[config.mk]
export PLATFORM = sky130hd
export DESIGN_NAME = fetch_target_queue
export DESIGN_NICKNAME = d
export VERILOG_FILES = /design/src/rtl/ftq_pkg.sv /design/src/rtl/ftq_store.sv /design/src/rtl/ftq_ptrs.sv /design/src/rtl/ftq_line_split.sv /design/src/rtl/ftq_occ_stats.sv /design/src/rtl/fetch_target_queue.sv
export SDC_FILE = /design/constraint.sdc
export NUM_CORES = 1
export LEC_CHECK = 0
export ABC_AREA = 1
export BUFFER_PORTS_ARGS = -buffer_cell sky130_fd_sc_hd__buf_2
export CAP_MARGIN = 30
export CORE_MARGIN = 4
export CORE_UTILIZATION = 50
export CTS_BUF_LIST = sky130_fd_sc_hd__clkbuf_2
export DETAILED_ROUTE_END_ITERATION = 10
export PLACE_DENSITY = 0.72
export SLEW_MARGIN = 20
export SYNTH_ARGS = -nofsm -noshare
export SYNTH_HDL_FRONTEND = slang
export SYNTH_SLANG_ARGS = --single-unit
[constraint.sdc]
create_clock -name clk -period 10.1 [get_ports clk]
set_clock_uncertainty 0.2 [all_clocks]
set_input_delay 2.02 -clock clk [delete_from_list [all_inputs] [get_ports clk]]
set_output_delay 2.02 -clock clk [all_outputs]
set_load 0.05 [all_outputs]
[src/rtl/ftq_pkg.sv]
// Package: shared widths and the descriptor type for the fetch target queue.
// Assumes a single address width for every descriptor field.
package ftq_pkg;

    localparam int FTQ_AW = 32;

    typedef struct packed {
        logic [FTQ_AW-1:0] start_addr;
        logic [FTQ_AW-1:0] fall_addr;
        logic [FTQ_AW-1:0] next_addr;
        logic              wide;
    } ftq_desc_t;

endpackage

[src/rtl/ftq_store.sv]
// Module: ftq_store
// Holds DEPTH descriptors in registers; one write port and one
// asynchronous read port addressed by the head pointer.
// Assumes the controller never writes a slot that is still being read
// unless it is also popping that slot in the same cycle.
module ftq_store
    import ftq_pkg::*;
#(
    parameter int DEPTH = 8,
    parameter int PTR_W = 3
) (
    input  logic             clk,
    input  logic             rst_n,
    input  logic             wr_en_i,
    input  logic [PTR_W-1:0] wr_ptr_i,
    input  ftq_desc_t        wr_data_i,
    input  logic [PTR_W-1:0] rd_ptr_i,
    output ftq_desc_t        rd_data_o
);

    ftq_desc_t slot_q [DEPTH];

    // Write the incoming descriptor into the slot the tail points to.
    always_ff @(posedge clk) begin
        if (!rst_n) begin
            for (int i = 0; i < DEPTH; i++) begin
                slot_q[i] <= '0;
            end
        end else begin
            for (int i = 0; i < DEPTH; i++) begin
                if (wr_en_i && (wr_ptr_i == PTR_W'(i))) begin
                    slot_q[i] <= wr_data_i;
                end
            end
        end
    end

    // Present the head slot.
    always_comb begin
        rd_data_o = slot_q[rd_ptr_i];
    end

endmodule

[src/rtl/ftq_ptrs.sv]
// Module: ftq_ptrs
// Head/tail pointers, occupancy and flow control. Flush outranks push
// and pop; a push on a full queue succeeds only when a pop happens in
// the same cycle.
// Assumes pop_i is only raised while an entry is present.
module ftq_ptrs #(
    parameter int DEPTH    = 8,
    parameter int PTR_W    = 3,
    parameter int CNT_BITS = 4
) (
    input  logic                clk,
    input  logic                rst_n,
    input  logic                flush_i,
    input  logic                push_req_i,
    input  logic                pop_i,
    output logic                wr_en_o,
    output logic [PTR_W-1:0]    wr_ptr_o,
    output logic [PTR_W-1:0]    rd_ptr_o,
    output logic [CNT_BITS-1:0] count_o,
    output logic                full_o,
    output logic                empty_o,
    output logic                stall_o
);

    logic [PTR_W-1:0]    wr_ptr_q, rd_ptr_q;
    logic [PTR_W-1:0]    wr_nxt, rd_nxt;
    logic [CNT_BITS-1:0] count_q;
    logic                push_ok, pop_ok;

    // Pointer advance: plain wrap for power-of-two depth, explicit wrap otherwise.
    if ((2 ** PTR_W) == DEPTH) begin : g_pow2
        assign wr_nxt = wr_ptr_q + PTR_W'(1);
        assign rd_nxt = rd_ptr_q + PTR_W'(1);
    end else begin : g_wrap
        assign wr_nxt = (wr_ptr_q == PTR_W'(DEPTH - 1)) ? '0 : wr_ptr_q + PTR_W'(1);
        assign rd_nxt = (rd_ptr_q == PTR_W'(DEPTH - 1)) ? '0 : rd_ptr_q + PTR_W'(1);
    end

    // Derive status and decide which operations take effect.
    always_comb begin
        full_o  = (count_q == CNT_BITS'(DEPTH));
        empty_o = (count_q == '0);
        stall_o = full_o && !pop_i;
        push_ok = push_req_i && !stall_o && !flush_i;
        pop_ok  = pop_i && !empty_o && !flush_i;
        wr_en_o = push_ok;
    end

    // Update pointers and occupancy.
    always_ff @(posedge clk) begin
        if (!rst_n || flush_i) begin
            wr_ptr_q <= '0;
            rd_ptr_q <= '0;
            count_q  <= '0;
        end else begin
            if (push_ok) begin
                wr_ptr_q <= wr_nxt;
            end
            if (pop_ok) begin
                rd_ptr_q <= rd_nxt;
            end
            case ({push_ok, pop_ok})
                2'b10:   count_q <= count_q + CNT_BITS'(1);
                2'b01:   count_q <= count_q - CNT_BITS'(1);
                default: count_q <= count_q;
            endcase
        end
    end

    assign wr_ptr_o = wr_ptr_q;
    assign rd_ptr_o = rd_ptr_q;
    assign count_o  = count_q;

endmodule

[src/rtl/ftq_line_split.sv]
// Module: ftq_line_split
// Turns the head descriptor into cache requests. A narrow block gives a
// single request; a wide block gives one request per cache line, and the
// head is released when the final request is accepted.
// Assumes LINE_BYTES is a power of two and a wide block does not wrap
// the address space.
module ftq_line_split
    import ftq_pkg::*;
#(
    parameter int LINE_BYTES = 32
) (
    input  logic              clk,
    input  logic              rst_n,
    input  logic              flush_i,
    input  logic              head_valid_i,
    input  ftq_desc_t         head_i,
    input  logic              req_ready_i,
    output logic              req_valid_o,
    output logic [FTQ_AW-1:0] req_addr_o,
    output logic [FTQ_AW-1:0] req_next_o,
    output logic              req_last_o,
    output logic              pop_o
);

    localparam logic [FTQ_AW-1:0] LINE_MASK = FTQ_AW'(LINE_BYTES - 1);
    localparam logic [FTQ_AW-1:0] LINE_STEP = FTQ_AW'(LINE_BYTES);

    logic              mid_q;
    logic [FTQ_AW-1:0] line_q;
    logic [FTQ_AW-1:0] next_base;

    // Select the current request address and decide whether it is the final one.
    always_comb begin
        req_valid_o = head_valid_i;
        req_addr_o  = mid_q ? line_q : head_i.start_addr;
        req_next_o  = head_i.next_addr;
        next_base   = (req_addr_o & ~LINE_MASK) + LINE_STEP;
        req_last_o  = !head_i.wide || (next_base >= head_i.fall_addr);
        pop_o       = req_valid_o && req_ready_i && req_last_o;
    end

    // Track progress through a wide block.
    always_ff @(posedge clk) begin
        if (!rst_n || flush_i) begin
            mid_q  <= 1'b0;
            line_q <= '0;
        end else if (req_valid_o && req_ready_i) begin
            if (req_last_o) begin
                mid_q <= 1'b0;
            end else begin
                mid_q  <= 1'b1;
                line_q <= next_base;
            end
        end
    end

endmodule

[src/rtl/ftq_occ_stats.sv]
// Module: ftq_occ_stats
// Free-running tallies of cycles spent empty and cycles spent full.
// Assumes the counters may wrap after 2**CNT_W cycles.
module ftq_occ_stats #(
    parameter int CNT_W = 16
) (
    input  logic             clk,
    input  logic             rst_n,
    input  logic             empty_i,
    input  logic             full_i,
    output logic [CNT_W-1:0] empty_cycles_o,
    output logic [CNT_W-1:0] full_cycles_o
);

    // Accumulate one per cycle for each observed state.
    always_ff @(posedge clk) begin
        if (!rst_n) begin
            empty_cycles_o <= '0;
            full_cycles_o  <= '0;
        end else begin
            if (empty_i) begin
                empty_cycles_o <= empty_cycles_o + CNT_W'(1);
            end
            if (full_i) begin
                full_cycles_o <= full_cycles_o + CNT_W'(1);
            end
        end
    end

endmodule

[src/rtl/fetch_target_queue.sv]
// Module: fetch_target_queue
// Decoupling queue between branch prediction and a pipelined instruction
// cache. Stores fetch-block descriptors, splits wide blocks into per-line
// requests, supports a one-cycle flush and exposes occupancy tallies.
// Assumes DEPTH >= 2 and LINE_BYTES is a power of two.
module fetch_target_queue
    import ftq_pkg::*;
#(
    parameter int DEPTH      = 8,
    parameter int LINE_BYTES = 32,
    parameter int CNT_W      = 16
) (
    input  logic                       clk,
    input  logic                       rst_n,
    input  logic                       flush_i,
    input  logic                       push_valid_i,
    input  logic [FTQ_AW-1:0]          push_start_i,
    input  logic [FTQ_AW-1:0]          push_fall_i,
    input  logic [FTQ_AW-1:0]          push_next_i,
    input  logic                       push_oversize_i,
    output logic                       push_stall_o,
    output logic                       req_valid_o,
    input  logic                       req_ready_i,
    output logic [FTQ_AW-1:0]          req_addr_o,
    output logic [FTQ_AW-1:0]          req_next_o,
    output logic                       req_last_o,
    output logic                       full_o,
    output logic                       empty_o,
    output logic [$clog2(DEPTH+1)-1:0] count_o,
    output logic [CNT_W-1:0]           empty_cycles_o,
    output logic [CNT_W-1:0]           full_cycles_o
);

    localparam int PTR_W    = $clog2(DEPTH);
    localparam int CNT_BITS = $clog2(DEPTH + 1);

    ftq_desc_t        wr_desc, head_desc;
    logic             wr_en, pop;
    logic [PTR_W-1:0] wr_ptr, rd_ptr;

    // Bundle the predictor's fields into one descriptor.
    always_comb begin
        wr_desc.start_addr = push_start_i;
        wr_desc.fall_addr  = push_fall_i;
        wr_desc.next_addr  = push_next_i;
        wr_desc.wide       = push_oversize_i;
    end

    ftq_ptrs #(
        .DEPTH   (DEPTH),
        .PTR_W   (PTR_W),
        .CNT_BITS(CNT_BITS)
    ) u_ptrs (
        .clk       (clk),
        .rst_n     (rst_n),
        .flush_i   (flush_i),
        .push_req_i(push_valid_i),
        .pop_i     (pop),
        .wr_en_o   (wr_en),
        .wr_ptr_o  (wr_ptr),
        .rd_ptr_o  (rd_ptr),
        .count_o   (count_o),
        .full_o    (full_o),
        .empty_o   (empty_o),
        .stall_o   (push_stall_o)
    );

    ftq_store #(
        .DEPTH(DEPTH),
        .PTR_W(PTR_W)
    ) u_store (
        .clk      (clk),
        .rst_n    (rst_n),
        .wr_en_i  (wr_en),
        .wr_ptr_i (wr_ptr),
        .wr_data_i(wr_desc),
        .rd_ptr_i (rd_ptr),
        .rd_data_o(head_desc)
    );

    ftq_line_split #(
        .LINE_BYTES(LINE_BYTES)
    ) u_split (
        .clk         (clk),
        .rst_n       (rst_n),
        .flush_i     (flush_i),
        .head_valid_i(!empty_o),
        .head_i      (head_desc),
        .req_ready_i (req_ready_i),
        .req_valid_o (req_valid_o),
        .req_addr_o  (req_addr_o),
        .req_next_o  (req_next_o),
        .req_last_o  (req_last_o),
        .pop_o       (pop)
    );

    ftq_occ_stats #(
        .CNT_W(CNT_W)
    ) u_stats (
        .clk           (clk),
        .rst_n         (rst_n),
        .empty_i       (empty_o),
        .full_i        (full_o),
        .empty_cycles_o(empty_cycles_o),
        .full_cycles_o (full_cycles_o)
    );

endmodule

==> results of run 1 <==
-- worst min-delay path by stage --
stage                                from                    endpoint  slack (ps)
3_5_place_dp   u_stats.empty_cycles_o[15]  u_stats.empty_cycles_o[15]         240
2_1_floorplan          u_split.line_q[13]          u_split.line_q[13]         250
4_1_cts        u_stats.empty_cycles_o[15]  u_stats.empty_cycles_o[15]         260
3_3_place_gp   u_stats.empty_cycles_o[15]  u_stats.empty_cycles_o[15]         240
6_report       u_stats.empty_cycles_o[15]  u_stats.empty_cycles_o[15]         260
5_1_grt        u_stats.empty_cycles_o[15]  u_stats.empty_cycles_o[15]         300
-- metal layers --
metal	track usage (%)	routed length, microns
met2	41.8	50700
met3	5.76	10000
met5	0	0
met4	9.31	2510
met1	34.0	41600
-- cell families after synthesis --
logic type               after synthesis  synth area share, %
XOR/XNOR                              19                0.460
AND/OR/NAND/NOR                     1679                 17.9
adder cells (fa/ha/maj)               41                 1.38
flip-flops                           849                 65.5
buffers and inverters                432                 4.79
AO/OA/AOI/OAI                        685                 10.0
-- flip-flops by register name, summed over array words and instances, names as in the netlist, named ones only --
name,flops
u_split.mid_q,1
u_stats.empty_cycles_o,16
u_ptrs.wr_ptr_o,3
u_ptrs.rd_ptr_o,3
u_split.line_q,27
u_ptrs.count_o,4
u_stats.full_cycles_o,16
u_store.slot_q,776
-- power by group --
group	leakage (nW)	total [mW]	internal, mW	switching [mW]
Sequential	8.56	4.03	3.99	0.0424
Combinational	6.36	0.638	0.141	0.497
Clock	1.42	2.26	0.843	1.42
Total	16.3	6.93	4.97	1.96
-- Yosys cell counts, drive strengths merged --
library cell  count  area (sq um)
a211oi            1          7.51
a21oi            65           325
a31oi            37           231
buf              95           547
clkbuf          138           518
dfxtp            73          1460
edfxtp          776         23300
fa                1          20.0
ha               40           500
inv             199           747
nand2           312          1220
nand3            84           443
nand3b            8          60.1
nand4            17           181
nor2           1234          4720
nor3             22           110
nor4              2          12.5
o211ai           42           315
o21a              3          22.5
o21ai           442          2210
o221ai           29           254
o22ai            66           413
xnor2             3          26.3
xor2             16           148
-- cell usage in the layout (no fill, tap or decap), types with 39 or more instances in the layout --
master	Yosys	layout
a21oi_1	65	65
buf_2	56	205
buf_4	6	39
clkbuf_2	0	308
dfxtp_1	73	70
edfxtp_1	776	776
ha_1	40	40
inv_1	192	191
nand2_1	299	292
nand3_1	81	81
nor2_1	1203	1202
o211ai_1	42	42
o21ai_0	424	423
o22ai_1	66	66
-- final cells by class --
cell class	count	area [sq um]
fill	6351	33300
sequential	849	24800
multi-input combinational	2424	11300
clock buffer	308	1540
timing repair buffer	254	1520
tap	969	1210
inverter	199	762
clock inverter	53	324
antenna	4	10.0
==> flow_metrics.env, run 1 <==
export IMPL_netlist_area_sq_mm=0.0378
export IMPL_critical_path_arrival_ps=6350
export IMPL_final_cell_area_sq_mm=0.0414
export IMPL_core_area_sq_mm=0.0747
export IMPL_crit_chain="buf_4, o21ai_0, o211ai_1, nand3_1, nand2_1, nand2_1, nor2_1, nand2_1, nor2_1, nand2_1, nand2_1, nand2_1, ha_1, a21oi_1, o21ai_1, nor2_1, nand2_1, nor2_1, nand2_2, nand2_4, nand2_8, inv_1, buf_2"
export IMPL_crit_top_cell="nand2_1"
export IMPL_grt_antenna_before_repair=3
export IMPL_rsz0062_at_grt="false"
export IMPL_reg2regPathDepth=25
export IMPL_place_congestion=0.984
export IMPL_path_depth=23
export IMPL_critPathSlowestCell="dfxtp_4"
export IMPL_drtPass1Iterations=6
export IMPL_cts_max_level=4
export IMPL_worstHoldPathType="reg2reg"
export IMPL_critPathBufInv=3
export IMPL_grt_pass1_wl_microns=161000
export IMPL_pre_cts_ws_ps=3070
export IMPL_startpoint_type="flop"
export IMPL_ant_nets=0
export IMPL_wl_per_cell_microns=20.7
export IMPL_drv_cap=0
export IMPL_ys_ff_latch=849
export IMPL_start_util_pct=50.6
export IMPL_grt_ovfl_total=0
export IMPL_cellPowerDensity_mw_per_mm2=167
export IMPL_ios=207
export IMPL_reg2reg_setup_slack_ps=2860
export IMPL_final_core_util_pct=55.5
export IMPL_path_clk_slew_ps=100
export IMPL_grt_usage_pct=25.7
export IMPL_setup_viol=0
export IMPL_path_delay_family="simple AND/OR/NAND/NOR gates"
export IMPL_numCtsBuffers=210
export IMPL_synth_cell_type_count=38
export IMPL_r2r_end="u_store.slot_q[4][74]"
export IMPL_ys_seq_area_share_pct=65.5
export IMPL_dp_cells=4693
export IMPL_layout_drive_gt1_share_pct=15.9
export IMPL_timing_final_crit_share_pct=84.9
export IMPL_numPortBuffers=206
export IMPL_dp_hpwl_microns=61900
export IMPL_clk_latency_ps=1450
export IMPL_fmax_ghz=0.117
export IMPL_critPathMaxStageDelay_ps=600
export IMPL_dieArea_sq_mm=0.0801
export IMPL_vdd_drop_max_v=0.0000854
export IMPL_die_w_microns=283
export IMPL_first_global_vias=27961
export IMPL_syn2layout_area_growth_pct=9.62
export IMPL_slew_viol_final=0
export IMPL_wl_microns=105000
export IMPL_drtIter0Drc=3367
export IMPL_critical_path_endpoint="push_stall_o"
export IMPL_cts_sinks=849
export IMPL_clockBufferDepth=3
export IMPL_synth_cells=3705
export IMPL_drc=0
export IMPL_nets=4081
export IMPL_tightest_slew_ps=1020
export IMPL_die_h_microns=283
export IMPL_holdPathStages=1
export IMPL_grt_max_degree=155
export IMPL_instances_no_fill=5060
export IMPL_p_leak_nw=16.3
export IMPL_cts_repair_resized=0
export IMPL_dr_total_vias=28713
export IMPL_cts_tree="built"
export IMPL_hold_slack_ps=255
export IMPL_fin_setup_tns_ps=0
export IMPL_syn_avg_cell_area_sq_um=10.2
export IMPL_yosys_warnings=0
export IMPL_post_cts_buffers=0
export IMPL_fin_crit_ps=8570
export IMPL_rows=100
export IMPL_viasPerCell=5.67
export IMPL_postCtsHoldBufs=0
export IMPL_relSlewSlack_pct=31.9
export IMPL_placed_cell_area_sq_mm=0.0395
export IMPL_root_buffer="clkbuf_2"
export IMPL_status="complete, no violations"
export IMPL_total_power_mw=6.93
export IMPL_fin_ws_ps=1530
export IMPL_finalHoldViolations=0
export IMPL_crit_fanout=45
export IMPL_synth_nets=3848
export IMPL_critPathRequiredTime_ps=7880
export IMPL_critPathCaptureType="primary output"
export IMPL_critical_path_class="reg2out"
No activity file was read; power rests on OpenSTA's default activity.
==> run 2: changes to the inputs <==
clock period = 7.22 ns   (was 10.1 ns; I/O delays follow)
==> run 2 against run 1 <==
Against the previous run: sequential power is 40% higher; die area unchanged; wire length grew 4.2%; sequential share of layout area shrank 1.3 points; first-iteration DRC count fell by 12%; highest routed layer is now met5.
==> flow_metrics.env, run 2 (synthesis results as in run 1) <==
export IMPL_status="complete, no violations"
export IMPL_cts_sinks=849
export IMPL_critPathBufInv=5
export IMPL_total_power_mw=9.90
export IMPL_seq_power_share_pct=57.0
export IMPL_finalHoldViolations=0
export IMPL_grt_ovfl_total=0
export IMPL_ant_nets=0
export IMPL_critical_path_class="reg2out"
export IMPL_ios=207
export IMPL_critPathMaxStageDelay_ps=710
export IMPL_final_cell_area_sq_mm=0.0424
export IMPL_dr_total_vias=28970
export IMPL_die_h_microns=283
export IMPL_critPathSlowestCell="o21ai_0"
export IMPL_wl_microns=109000
export IMPL_die_w_microns=283
export IMPL_drc=0
export IMPL_fin_setup_tns_ps=0
export IMPL_critical_path_arrival_ps=5230
export IMPL_power_share_switching_pct=27.9
export IMPL_hold_slack_ps=206
export IMPL_final_core_util_pct=56.7
export IMPL_grt_max_degree=121
export IMPL_dieArea_sq_mm=0.0801
export IMPL_grt_antenna_before_repair=4
export IMPL_pwr_share_comb_pct=9.6
export IMPL_vdd_drop_max_v=0.000141
export IMPL_slew_viol_final=0
export IMPL_power_switching_mw=2.76
export IMPL_placed_cell_area_sq_mm=0.0397
export IMPL_grt_pass1_wl_microns=165000
export IMPL_startpoint_type="flop"
export IMPL_layout_drive_gt1_share_pct=17.9
export IMPL_regArea_sq_mm=0.0248
export IMPL_viasPerCell=5.68
export IMPL_numPortBuffers=206
export IMPL_clk_latency_ps=1480
export IMPL_cellPowerDensity_mw_per_mm2=234
export IMPL_fillers=6375
export IMPL_first_global_vias=28337
export IMPL_fmax_ghz=0.145
export IMPL_numCtsBuffers=210
export IMPL_core_area_sq_mm=0.0747
export IMPL_setup_viol=0
export IMPL_critPathRequiredTime_ps=5580
export IMPL_path_delay_family="compound AO/OA/AOI/OAI gates"
export IMPL_p_int_mw=7.14
export IMPL_multi_input_area_sq_mm=0.0115
export IMPL_top_regs="u_store.slot_q x776, u_split.line_q x27"
export IMPL_postCtsHoldBufs=0
export IMPL_crit_fanout=59
export IMPL_cts_max_level=4
export IMPL_worstHoldPathType="in2reg"
export IMPL_dp_hpwl_microns=59200
export IMPL_place_congestion=0.928
export IMPL_cts_tree="built"
export IMPL_layout_commonest_cell="nor2_1"
export IMPL_timing_final_crit_share_pct=95.3
export IMPL_nets=4116
export IMPL_largest_register_ffs=776
export IMPL_rows=100
export IMPL_critPathCaptureType="primary output"
export IMPL_mostFrequentLayoutCells="nor2_1, edfxtp_1, o21ai_0"
export IMPL_wl_per_cell_microns=21.4
export IMPL_drv_cap=0
export IMPL_p_leak_nw=16.7
export IMPL_syn2layout_area_growth_pct=12.1
export IMPL_root_buffer="clkbuf_2"
export IMPL_largest_register="u_store.slot_q"
export IMPL_p_clk_share_pct=33.4
export IMPL_grt_usage_pct=26.5
export IMPL_drtIter0Drc=2957
export IMPL_start_util_pct=50.6
export IMPL_fin_crit_ps=6880
export IMPL_path_clk_slew_ps=100
export IMPL_tightest_slew_ps=994
export IMPL_clockBufferDepth=3
export IMPL_drtPass1Iterations=5
export IMPL_crit_chain="buf_4, clkinv_8, buf_4, o21ai_0, o22ai_1, o21ai_0, ha_1, a21oi_1, o21ai_0, a21oi_1, nand2_1, nand2_1, nand2_4, nand2_4, nand2_8, inv_1, buf_4"
export IMPL_relSlewSlack_pct=33.7
-- run 2: cell count changes in the layout (fill, tap and decap cells not counted), moves of 5 or more --
cell,before,now
buf_4,39,47
buf_12,6,24
nor2_1,1202,1190
nand2_4,8,13
nor2_4,2,7
nand2_2,11,23
nand2_1,292,275
xor2_1,15,10
nor2_2,30,37
clkbuf_2,308,316
clkinv_1,37,31
buf_6,1,7
-- run 2: path summary, 6_finish.rpt --
| kind | to | cells after the start | from | slack, ps |
|---|---|---|---|---|
| hold reg to reg | u_stats.empty_cycles_o[15] | 1 | u_stats.empty_cycles_o[15] | 260 |
| hold / removal | u_store.slot_q[6][31] | 3 | push_next_i[30] | 210 |
| setup reg to reg | u_ptrs.count_o[3] | 33 | flop | 1620 |
| setup / recovery | push_stall_o | 17 | flop | 340 |
-- run 2: metal layers --
metal	global-route usage [%]	wire length (microns)	part of all wire, %
met2	42.8	52100	48
met3	5.63	10700	9.8
met1	35.2	43200	40
met4	10.3	3280	3.0
met5	0	13	0.012
-- run 2: power by group through the flow --
stage / Sequential [mW] / Clock (mW) / Combinational [mW]
CTS: 5.64 / 3.38 / 0.920
finish: 5.64 / 3.31 / 0.947
floorplan: 5.76 / 0 / 0.555
global route: 5.66 / 3.64 / 1.02
detailed placement: 5.75 / 0 / 0.910
global placement: 5.74 / 0 / 0.901
-- run 2: timing repair --
item                                   in CTS  in global routing
pin swaps                                   0                 15
setup endpoints to repair                   2                  2
endpoints found under the hold margin       0                  0
resized for setup                          16                 67
setup buffers                               7                 20
gates cloned                                0                  3
-- run 2: stage by stage --
step | setup WS, ps | cells
finish | 342 | 5101
global placement | 1020 | 4699
floorplan | 149 | 3705
CTS | 5.02 | 5073
global route | -45.0 | 5101
detailed placement | 950 | 4699
-- run 2: final cells by class --
class | instances | area share (%)
Sequential cell | 849 | 58.5
Timing Repair Buffer | 287 | 4.85
Clock buffer | 316 | 3.73
Inverter | 199 | 1.90
Timing Repair inverter | 2 | 0.0650
Multi-Input combinational cell | 2424 | 27.2
Antenna cell | 4 | 0.0236
Clock inverter | 51 | 0.907
Tap cell | 969 | 2.86
-- run 2: tightest hold or removal path: stages --
cell	delay [ps]
buf_2	70
nand2_1	150
inv_1	110
